[config.mk]
export PLATFORM = sky130hd
export DESIGN_NAME = blk_dma_engine
export DESIGN_NICKNAME = d
export VERILOG_FILES = /design/src/rtl/dma_pkg.sv /design/src/rtl/dma_regfile.sv /design/src/rtl/dma_mover.sv /design/src/rtl/blk_dma_engine.sv
export SDC_FILE = /design/constraint.sdc
export NUM_CORES = 1
export LEC_CHECK = 0
export ABC_AREA = 0
export BUFFER_PORTS_ARGS = -buffer_cell sky130_fd_sc_hd__buf_2
export CAP_MARGIN = 20
export CORE_ASPECT_RATIO = 1.2
export CORE_UTILIZATION = 60
export DETAILED_ROUTE_END_ITERATION = 16
export PLACE_DENSITY = 0.8
export SLEW_MARGIN = 20
export SYNTH_ARGS = -nofsm -noshare
export SYNTH_HDL_FRONTEND = slang
export SYNTH_SLANG_ARGS = --single-unit
[constraint.sdc]
create_clock -name clk -period 3.4 [get_ports clk]
set_clock_uncertainty 0.1 [all_clocks]
set_input_delay 0 -clock clk [delete_from_list [all_inputs] [get_ports clk]]
set_output_delay 0 -clock clk [all_outputs]
set_load 0.05 [all_outputs]
[src/rtl/dma_pkg.sv]
package dma_pkg;
  localparam int REG_IDX_W = 3;

  localparam logic [REG_IDX_W-1:0] IDX_PADDR = 3'd0;
  localparam logic [REG_IDX_W-1:0] IDX_SADDR = 3'd1;
  localparam logic [REG_IDX_W-1:0] IDX_LEN   = 3'd2;
  localparam logic [REG_IDX_W-1:0] IDX_DIR   = 3'd3;
  localparam logic [REG_IDX_W-1:0] IDX_TSEL  = 3'd4;
  localparam logic [REG_IDX_W-1:0] IDX_EN    = 3'd5;
  localparam logic [REG_IDX_W-1:0] IDX_START = 3'd6;
  localparam logic [REG_IDX_W-1:0] IDX_STAT  = 3'd7;

  localparam int DONE_BIT = 4;

  typedef enum logic [1:0] {
    ST_IDLE,
    ST_RD,
    ST_WR,
    ST_FIN
  } mv_state_t;
endpackage

[src/rtl/dma_regfile.sv]
module dma_regfile
  import dma_pkg::*;
#(
  parameter int REG_W      = 32,
  parameter int BEAT_SHIFT = 2,
  parameter int CNT_W      = REG_W - 1 - BEAT_SHIFT
) (
  input  logic                 clk,
  input  logic                 rst,
  input  logic                 reg_we,
  input  logic                 reg_re,
  input  logic [REG_IDX_W-1:0] reg_idx,
  input  logic [REG_W-1:0]     reg_wdata,
  output logic [REG_W-1:0]     reg_rdata,
  input  logic                 busy,
  input  logic                 done_evt,
  output logic                 start_evt,
  output logic [REG_W-1:0]     periph_q,
  output logic [REG_W-1:0]     sys_q,
  output logic [CNT_W-1:0]     xfer_words,
  output logic                 dir_q,
  output logic                 en_q
);
  logic [REG_W-1:0] len_q;
  logic [REG_W-1:0] tsel_q;
  logic [REG_W-1:0] stat_q;
  logic [REG_W-1:0] advance;
  logic [REG_W-1:0] rd_mux;

  assign advance    = {1'b0, len_q[REG_W-2:0]};
  assign xfer_words = len_q[REG_W-2:BEAT_SHIFT];
  assign start_evt  = reg_we && (reg_idx == IDX_START) && reg_wdata[0] && en_q && !busy;

  always_comb begin
    case (reg_idx)
      IDX_PADDR: rd_mux = periph_q;
      IDX_SADDR: rd_mux = sys_q;
      IDX_LEN:   rd_mux = len_q;
      IDX_DIR:   rd_mux = {{(REG_W-1){1'b0}}, dir_q};
      IDX_TSEL:  rd_mux = tsel_q;
      IDX_EN:    rd_mux = {{(REG_W-1){1'b0}}, en_q};
      IDX_START: rd_mux = {{(REG_W-1){1'b0}}, busy};
      default:   rd_mux = stat_q;
    endcase
  end

  always_ff @(posedge clk) begin
    if (rst) begin
      periph_q  <= '0;
      sys_q     <= '0;
      len_q     <= '0;
      dir_q     <= 1'b0;
      tsel_q    <= '0;
      en_q      <= 1'b0;
      stat_q    <= '0;
      reg_rdata <= '0;
    end else begin
      if (reg_re) reg_rdata <= rd_mux;
      if (reg_we) begin
        case (reg_idx)
          IDX_PADDR: periph_q <= reg_wdata;
          IDX_SADDR: sys_q    <= reg_wdata;
          IDX_LEN:   len_q    <= reg_wdata;
          IDX_DIR:   dir_q    <= reg_wdata[0];
          IDX_TSEL:  tsel_q   <= reg_wdata;
          IDX_EN:    en_q     <= reg_wdata[0];
          IDX_STAT:  stat_q   <= reg_wdata;
          default:   ;
        endcase
      end
      // Completion write-back takes priority over a same-cycle software write.
      if (done_evt) begin
        periph_q         <= periph_q + advance;
        sys_q            <= sys_q + advance;
        len_q            <= '0;
        en_q             <= len_q[REG_W-1];
        stat_q[DONE_BIT] <= 1'b1;
      end
    end
  end

  p_len_clear_r7: assert property (@(posedge clk) disable iff (rst)
    done_evt |=> (len_q == '0));

  p_en_reload_r8: assert property (@(posedge clk) disable iff (rst)
    done_evt |=> (en_q == $past(len_q[REG_W-1])));

  p_status_done_r9: assert property (@(posedge clk) disable iff (rst)
    done_evt |=> stat_q[DONE_BIT]);

  p_busy_read_r11: assert property (@(posedge clk) disable iff (rst)
    (busy && reg_re && reg_idx == IDX_START) |=> reg_rdata[0]);
endmodule

[src/rtl/dma_mover.sv]
module dma_mover
  import dma_pkg::*;
#(
  parameter int DATA_W     = 32,
  parameter int BEAT_SHIFT = 2,
  parameter int CNT_W      = DATA_W - 1 - BEAT_SHIFT
) (
  input  logic              clk,
  input  logic              rst,
  input  logic              start_evt,
  input  logic              dir,
  input  logic [DATA_W-1:0] periph_addr,
  input  logic [DATA_W-1:0] sys_addr,
  input  logic [CNT_W-1:0]  words,
  output logic              busy,
  output logic              done_evt,
  output logic              mem_req,
  output logic              mem_we,
  output logic [DATA_W-1:0] mem_addr,
  output logic [DATA_W-1:0] mem_wdata,
  input  logic [DATA_W-1:0] mem_rdata,
  input  logic              mem_ready,
  output logic              irq
);
  localparam logic [DATA_W-1:0] STEP = DATA_W'(1 << BEAT_SHIFT);

  mv_state_t         st_q;
  logic [DATA_W-1:0] src_q;
  logic [DATA_W-1:0] dst_q;
  logic [DATA_W-1:0] data_q;
  logic [CNT_W-1:0]  cnt_q;
  logic              irq_q;

  assign busy      = (st_q != ST_IDLE);
  assign done_evt  = (st_q == ST_FIN);
  assign mem_req   = (st_q == ST_RD) || (st_q == ST_WR);
  assign mem_we    = (st_q == ST_WR);
  assign mem_addr  = (st_q == ST_WR) ? dst_q : src_q;
  assign mem_wdata = data_q;
  assign irq       = irq_q;

  always_ff @(posedge clk) begin
    if (rst) begin
      st_q   <= ST_IDLE;
      src_q  <= '0;
      dst_q  <= '0;
      data_q <= '0;
      cnt_q  <= '0;
      irq_q  <= 1'b0;
    end else begin
      irq_q <= (st_q == ST_FIN);
      case (st_q)
        ST_IDLE: if (start_evt) begin
          src_q <= dir ? periph_addr : sys_addr;
          dst_q <= dir ? sys_addr : periph_addr;
          cnt_q <= words;
          st_q  <= (words == '0) ? ST_FIN : ST_RD;
        end
        ST_RD: if (mem_ready) begin
          data_q <= mem_rdata;
          st_q   <= ST_WR;
        end
        ST_WR: if (mem_ready) begin
          src_q <= src_q + STEP;
          dst_q <= dst_q + STEP;
          cnt_q <= cnt_q - CNT_W'(1);
          st_q  <= (cnt_q == CNT_W'(1)) ? ST_FIN : ST_RD;
        end
        default: st_q <= ST_IDLE;
      endcase
    end
  end

  p_req_hold_r6: assert property (@(posedge clk) disable iff (rst)
    (mem_req && !mem_ready) |=> (mem_req && $stable(mem_we) && $stable(mem_addr) && $stable(mem_wdata)));

  p_addr_step_r5: assert property (@(posedge clk) disable iff (rst)
    (st_q == ST_WR && mem_ready && cnt_q != CNT_W'(1)) |=> (st_q == ST_RD && src_q == $past(src_q) + STEP));

  p_irq_pulse_r10: assert property (@(posedge clk) disable iff (rst)
    irq |=> !irq);

  p_write_after_read_r5: assert property (@(posedge clk) disable iff (rst)
    (st_q == ST_RD && mem_ready) |=> (mem_we && mem_wdata == $past(mem_rdata)));
endmodule

[src/rtl/blk_dma_engine.sv]
module blk_dma_engine
  import dma_pkg::*;
#(
  parameter int DATA_W = 32
) (
  input  logic                 clk,
  input  logic                 rst,
  input  logic                 reg_we,
  input  logic                 reg_re,
  input  logic [REG_IDX_W-1:0] reg_idx,
  input  logic [DATA_W-1:0]    reg_wdata,
  output logic [DATA_W-1:0]    reg_rdata,
  output logic                 mem_req,
  output logic                 mem_we,
  output logic [DATA_W-1:0]    mem_addr,
  output logic [DATA_W-1:0]    mem_wdata,
  input  logic [DATA_W-1:0]    mem_rdata,
  input  logic                 mem_ready,
  output logic                 irq_done
);
  localparam int BEAT_BYTES = DATA_W / 8;
  localparam int BEAT_SHIFT = $clog2(BEAT_BYTES);
  localparam int CNT_W      = DATA_W - 1 - BEAT_SHIFT;

  logic              busy;
  logic              done_evt;
  logic              start_evt;
  logic [DATA_W-1:0] periph_q;
  logic [DATA_W-1:0] sys_q;
  logic [CNT_W-1:0]  xfer_words;
  logic              dir_q;
  logic              en_q;

  dma_regfile #(
    .REG_W(DATA_W), .BEAT_SHIFT(BEAT_SHIFT), .CNT_W(CNT_W)
  ) u_regs (
    .clk(clk), .rst(rst), .reg_we(reg_we), .reg_re(reg_re), .reg_idx(reg_idx),
    .reg_wdata(reg_wdata), .reg_rdata(reg_rdata), .busy(busy), .done_evt(done_evt),
    .start_evt(start_evt), .periph_q(periph_q), .sys_q(sys_q),
    .xfer_words(xfer_words), .dir_q(dir_q), .en_q(en_q)
  );

  dma_mover #(
    .DATA_W(DATA_W), .BEAT_SHIFT(BEAT_SHIFT), .CNT_W(CNT_W)
  ) u_mover (
    .clk(clk), .rst(rst), .start_evt(start_evt), .dir(dir_q),
    .periph_addr(periph_q), .sys_addr(sys_q), .words(xfer_words),
    .busy(busy), .done_evt(done_evt), .mem_req(mem_req), .mem_we(mem_we),
    .mem_addr(mem_addr), .mem_wdata(mem_wdata), .mem_rdata(mem_rdata),
    .mem_ready(mem_ready), .irq(irq_done)
  );

  p_start_gate_r3: assert property (@(posedge clk) disable iff (rst)
    (reg_we && reg_idx == IDX_START && !en_q && !busy) |=> !mem_req);

  p_no_restart_r11: assert property (@(posedge clk) disable iff (rst)
    (busy && !done_evt) |=> busy);
endmodule

==> impl_results.md, run 1 <==
- Final-report hold violation count: 0
- I/O pin count: about 170
- Crit. Startpoint: u_regs.periph_q[0]
- P_leak: 0.00903 uW
- Least-Margin Pin Slew: roughly 1300 ps
- CTS Buf Count: 36
- Startpoint Class: register
- Outcome: complete, no violations
- Final wirelength: approximately 65000 um
- Initial core utilization: 0.611
- CP Cell Sequence: ha_1, fa_1, a211oi_1, o21ba_2, o221ai_1, a221oi_2, nor2_1, a21oi_1, nor4b_1, a211o_1
- Ys async rst share: 0
- # port buffers: between 150 and 200
- N_diodes: 0
- CTS tree: yes
- Row cnt: 72
- Most frequent cells in the layout: 498 x nand2_1, 321 x dfxtp_1, 307 x a21oi_1
- Crit-path max FO: 5
- Worst Hold Class: input port to register
- DIE HEIGHT: ~200 um
- Synth warnings: 0
- WP data required: ~3700 ps
- Syn_nets: approximately 2800
- Die area: 33600 um2
- Grt total ovfl: 0
- Crit share post-route: 0.974
- PD cells: about 570 nW/um2
- Fillers: roughly 2600
- Post-DRT Antenna Nets: 0
- Synth Cell Area: between 15000 and 20000 um2
- # setup viols final: 0
- Post-CTS Setup Repair Bufs: 0
- Place WS: ~120 ps
- Fin crit period: roughly 3300 ps
- R2R Path End: u_regs.periph_q[28]
- R2r startpoint: u_regs.periph_q[0]
- Final nets: approximately 2900
- Largest net degree at the start of global routing: slightly above 200
- Max Clk Rate: a little over 300 MHz
- GR Util All Layers: 0.379
- Final WS setup: 89.8 ps
- Maximum vdd ir drop: between 0.4 and 0.5 mV
- Hpwl dp: 44000 um
- Worst r2r path cells: 10
- First-pass GRT wire length: approximately 100000 um
- H-tree levels: 2
- Die width: 167 um
- Peak per-stage delay on the critical path: approximately 440 ps
- Residual DRC count: 0
- Dominant synthesized flop cell: dfxtp_1
- Reg2reg setup slack: approximately 90 ps
- Clock-pin slew on the worst setup and hold paths: 60 ps
- Relative slew slack: 0.139
- Vias in the first global route: about 19000
- Max_cap viols: 0
- Syn Area/Cell: 7.55 um2
- Yosys cell types: 76
- Layout cells sized above 1: 0.131
- Util after Layout: 0.710
- Mapped Cells: around 2600
- Clock root buffer: clkbuf_16
- DR WL/cell: a little over 20 um
- Area Overhead vs Synth: 16.2%
- FF+latch area: between 6000 and 7000 um2
- Sequential share of the synthesized area: 0.327
- CP Depth: 10
- Vias post-DR: just over 20000
- Worst skew pair latency: between 500 and 600 ps
- Clk sink count: 322
- CP endpoint: u_regs.periph_q[28]
- Crit Path Category: register to register
- DR iter-0 viols: between 2000 and 3000
- Crit end category: register
- Footprint of the multi-input gates: around 12000 um2
- Post-synth EDFFs: 0
- Core Area: about 32000 um2
- TNS Setup: 0 ps
- Slowest CP cell: fa_1
- #FFs+latches synth: ~320
- Slew Limit Fails: 0
- Bufs on Longest Clock Path: 3
- Most common cell after layout, fill and taps aside: nand2_1
- Delay-heaviest family, CP: compound AO/OA/AOI/OAI gates
- DRT Pass-1 Iters: 12
- CP arrival: around 3600 ps
- Worst path bufs/invs: 0
- Initial antenna violation count: 0
- RD Place Congestion: approximately 1.0
- Vias per cell: 6.46
cells in the mapped netlist (12+ instances only):
cell | number | area share
clkbuf_1 | 173 | 0.033
a31oi_1 | 16 | 0.0051
dfxtp_1 | 322 | 0.33
nand4_1 | 20 | 0.0063
mux2_2 | 42 | 0.024
nand2_1 | 498 | 0.095
o21a_1 | 12 | 0.0046
xor2_1 | 13 | 0.0058
o22ai_1 | 39 | 0.012
o31ai_1 | 16 | 0.0061
a21oi_1 | 307 | 0.078
o21ai_0 | 96 | 0.024
or3_1 | 17 | 0.0054
a311oi_1 | 12 | 0.0053
nor3_1 | 31 | 0.0079
nor2b_1 | 27 | 0.0086
nor2_1 | 239 | 0.046
a211oi_1 | 115 | 0.044
o21bai_1 | 16 | 0.0061
ha_1 | 71 | 0.045
nand3_1 | 40 | 0.010
inv_1 | 26 | 0.0050
xnor2_1 | 32 | 0.014
and3_1 | 32 | 0.010
buf_1 | 25 | 0.0048
a21o_1 | 32 | 0.012
a22oi_1 | 56 | 0.021
mux2i_1 | 140 | 0.071
state kept, by name (all words and copies together) (netlist names), 2 cells and up:
register           flops
u_regs.periph_q       32
u_regs.reg_rdata      32
u_regs.len_q          32
u_regs.tsel_q         32
u_mover.dst_q         32
u_mover.cnt_q         29
u_mover.mem_wdata     32
u_regs.sys_q          32
u_regs.stat_q         32
u_mover.src_q         32
u_mover.st_q           2
logic make-up after synthesis:
family          count (synthesis)  synth area share
compound gates                787             0.250
xor+xnor                       45            0.0200
fa+ha+maj                      73            0.0471
buf+inv                       226            0.0432
flops                         322             0.327
mux                           182            0.0951
simple gates                  976             0.217
where the power goes:
group | leakage, uW | switching [uW] | internal [uW] | total, uW
Combinational | 0.00579 | 2900 | 1450 | 4350
Sequential | 0.00261 | 274 | 4040 | 4320
Clock | 0.000622 | 1640 | 2650 | 4290
how the worst min path moves through the flow:
stage | startpoint | endpoint | slack [ps] | depth (start not counted)
2_1_floorplan | reg_wdata[10] | u_regs.tsel_q[10] | 40 | 2
3_3_place_gp | mem_rdata[18] | u_mover.mem_wdata[18] | 140 | 3
3_5_place_dp | mem_rdata[3] | u_mover.mem_wdata[3] | 150 | 3
4_1_cts | reg_idx[0] | u_regs.en_q | 30 | 6
5_1_grt | reg_idx[0] | u_regs.en_q | 90 | 6
6_report | reg_idx[0] | u_regs.en_q | 40 | 6
routing by layer:
metal  track usage  vias to the layer above  wire, um
met4         0.124                        0      1840
met2         0.600                     1072     29700
met1         0.527                     9662     27600
li1              -                     9659         -
met5             0                        -         0
met3        0.0546                      143      6120
worst register-to-register path: stages (launching register included):
cell and delay, ps:
dfxtp_1 350, ha_1 270, fa_1 440, a211oi_1 360, o21ba_2 250, o221ai_1 270
a221oi_2 400, nor2_1 140, a21oi_1 250, nor4b_1 90, a211o_1 280
stage by stage:
stage                     cells  cell area (um2)  total power [uW]  hold slack [ps]
after floorplan            2611            19700              7470             36.0
after global placement     3050            20900              8430              140
after detailed placement   3050            20900              8540              147
after CTS                  3180            22900             12900             31.2
after global routing       3180            22900             13500             87.9
final                      3180            22900             13000             42.7
final cells by class:
cell class	count	area share
well taps	407	0.0222
repair buffers	301	0.0924
multi-input cells	2063	0.544
flip-flops and latches	322	0.282
inverters	26	0.00426
clock buffers	50	0.0452
clock inverters	11	0.0101
repair_timing:
item | CTS | global route
gates resized for setup | 0 | 6
hold buffers | 69 | 0
setup endpoints to repair | 0 | 5
hold endpoints to repair | 218 | 0
Power figures use the tool's default switching activity.
==> run 2, diff against run 1 <==
Settings changed: MAX_ROUTING_LAYER set to met4.
==> run 2 against run 1 <==
Non-clock buffer count decreased by 2. First-iteration DRC count decreased by 10%. Combinational power decreased by 1%. Cell area decreased by 0.14%. Power decreased by 0.95%. Setup slack improved by 60 ps. Via count decreased by 0.14%. Count of clock-buffer cells in the layout decreased by 4. Largest cell class unchanged.
==> impl_results.md, run 2 (synthesis gave the netlist of run 1 again) <==
- Outcome: complete, no violations
- Final wirelength: 65200 um (about the same)
- P_leak: 0.00900 uW (-0.26%)
- DR iter-0 viols: 2339 (-10%)
- CP arrival: 3580 ps (-50 ps)
- Placed inst area: 20900 um2 (about the same)
- Crit-path max FO: 4 (-1)
- Max Clk Rate: 308 MHz (+1.8%)
- Vias per cell: 6.45 (-0.20%)
- H-tree levels: 2 (unchanged)
- Worst r2r path cells: 11 (+1)
- Footprint of the multi-input gates: 12500 um2 (about the same)
- Fillers: 2620 (+1.7%)
- # setup viols final: 0 (unchanged)
- I/O pin count: 171 (unchanged)
- Delay-heaviest family, CP: compound AO/OA/AOI/OAI gates
- Bufs on Longest Clock Path: 3 (unchanged)
- Crit. Startpoint: u_regs.len_q[0]
- Slew Limit Fails: 0 (unchanged)
- Final-report hold violation count: 0 (unchanged)
- CP Cell Sequence: ha_1, fa_2, a211oi_1, o21bai_1, a2111oi_1, buf_4, or3b_2, a21boi_0, o211ai_1, a211oi_1, or3b_2
- GR Util All Layers: 0.390 (+0.0118)
- Fin crit period: 3250 ps (-59.5 ps)
- CP endpoint: u_regs.sys_q[30]
- FF+latch area: 6450 um2 (unchanged)
- Reg2reg setup slack: 150 ps (+60 ps)
- Final nets: 2894 (-0.035%)
- Max_cap viols: 0 (unchanged)
- Largest net degree at the start of global routing: 118 (-43%)
- Worst skew pair latency: 550 ps (about the same)
- Crit share post-route: 0.956 (-0.0175)
- Die area: 33600 um2 (unchanged)
- CTS tree: yes
- DRT Pass-1 Iters: 6 (-6)
- Core Area: 32300 um2 (unchanged)
- Vias post-DR: 20500 (-0.14%)
- Maximum vdd ir drop: 0.518 mV (+13%)
- CTS Buf Count: 37 (+2.8%)
- R2r startpoint: u_regs.len_q[0]
- Met1 Resource Use GR: 0.517 (-0.00978)
- Peak per-stage delay on the critical path: 450 ps (about the same)
- Vias in the first global route: 19100 (-0.29%)
- Post-DRT Antenna Nets: 0 (unchanged)
- First-pass GRT wire length: 103000 um (+0.10%)
- Hpwl dp: 44000 um (about the same)
- Post-CTS Setup Repair Bufs: 0 (unchanged)
- Clock-pin slew on the worst setup and hold paths: 60 ps (about the same)
- Crit Path Category: register to register
- CP Depth: 11 (+1)
- Met2 Usage GRT: 0.609 (+0.00893)
- Worst Hold Class: input port to register
- Worst path bufs/invs: 1 (+1)
- Least-Margin Pin Slew: 1040 ps (-247 ps)
- Die width: 167 um (unchanged)
- Met3 usage: 0.0603 (+0.00572)
- DIE HEIGHT: 201 um (unchanged)
- Residual DRC count: 0 (unchanged)
- Initial core utilization: 0.611 (unchanged)
- TNS Setup: 0 ps (unchanged)
- Initial antenna violation count: 0 (unchanged)
- # port buffers: 170 (unchanged)
- RD Place Congestion: 1.04 (+2.0%)
- R2R Path End: u_regs.sys_q[30]
- Relative slew slack: 0.304 (+0.165)
- Startpoint Class: register
- Area Overhead vs Synth: 16.1%
- Row cnt: 72 (unchanged)
- Clock root buffer: clkbuf_16
- Final Cell Area: 22900 um2 (-0.14%)
- Grt peak-use layer: met2
- Grt total ovfl: 0 (unchanged)
- Layout cells sized above 1: 0.133 (+0.00243)
- Most frequent cells in the layout: 498 x nand2_1, 321 x dfxtp_1, 307 x a21oi_1
- RSZ-0062 raised after global routing: false
- PD cells: 561 nW/um2 (-0.81%)
- Most common cell after layout, fill and taps aside: nand2_1
- Clk sink count: 322 (unchanged)
- DR WL/cell: 20.5 um (-0.13%)
- Crit end category: register
- WP data required: 3730 ps (about the same)
- Slowest CP cell: or3b_2
- Overall Power: 12800 uW (-0.95%)
- N_diodes: 0 (unchanged)
-- run 2: cell count changes in the layout (fill, tap and decap cells not counted), moves of 2 or more --
cell,previous run,this run
clkinv_2,4,7
bufinv_16,7,5
inv_6,0,2
clkbuf_1,7,3
clkinvlp_4,0,4
-- run 2: cell type report --
| type | count | share of cell area |
|---|---|---|
| Sequential cell | 322 | 0.282 |
| Timing Repair Buffer | 299 | 0.0917 |
| Clock buffer | 46 | 0.0446 |
| Inverter | 26 | 0.00427 |
| Tap cell | 407 | 0.0223 |
| Multi-Input combinational cell | 2063 | 0.545 |
| Clock inverter | 19 | 0.0106 |
-- run 2: per-layer routing --
metal,part of all wire,vias to the layer above
met1,0.42,9667
li1,-,9656
met3,0.094,147
met4,0.031,0
met2,0.46,1038
met5,0,-
-- run 2: worst register-to-register path, stage by stage, from the launching register on --
cell and delay (ps):
dfxtp_1 330, ha_1 230, fa_2 380, a211oi_1 240, o21bai_1 140, a2111oi_1 430, buf_4 190, or3b_2 140
a21boi_0 150, o211ai_1 280, a211oi_1 100, or3b_2 450
-- run 2: power breakdown --
part	internal (uW)	total (uW)	switching, uW
Combinational	1440	4300	2860
Sequential	4040	4320	277
Clock	2510	4210	1690
-- run 2: per-stage QoR --
| step | worst slack (ps) | std cells | util | hold slack [ps] |
|---|---|---|---|---|
| 2_1_floorplan | 233 | 2611 | - | 36.0 |
| 3_3_place_gp | 132 | 3049 | 0.649 | 140 |
| 4_1_cts | 108 | 3182 | 0.709 | 28.1 |
| 5_1_grt | 2.35 | 3182 | 0.709 | 67.8 |
| 3_5_place_dp | 137 | 3049 | 0.649 | 147 |
| 6_report | 149 | 3182 | 0.709 | 43.8 |
-- run 2: repair_timing --
action | 4_1_cts | 5_1_grt
endpoints found under the setup margin | 0 | 3
endpoints found under the hold margin | 233 | 0
gates resized for setup | 0 | 3
hold buffers | 68 | 0
-- run 2: worst min-delay path by stage --
stage / start / endpoint / slack [ps] / depth (start not counted)
after floorplan: reg_wdata[10] / u_regs.tsel_q[10] / 40 / 2
after global placement: mem_rdata[26] / u_mover.mem_wdata[26] / 140 / 3
after detailed placement: mem_rdata[23] / u_mover.mem_wdata[23] / 150 / 3
after CTS: reg_idx[2] / u_regs.stat_q[10] / 30 / 5
after global routing: reg_idx[2] / u_regs.stat_q[10] / 70 / 5
final: reg_idx[2] / u_regs.stat_q[10] / 40 / 5
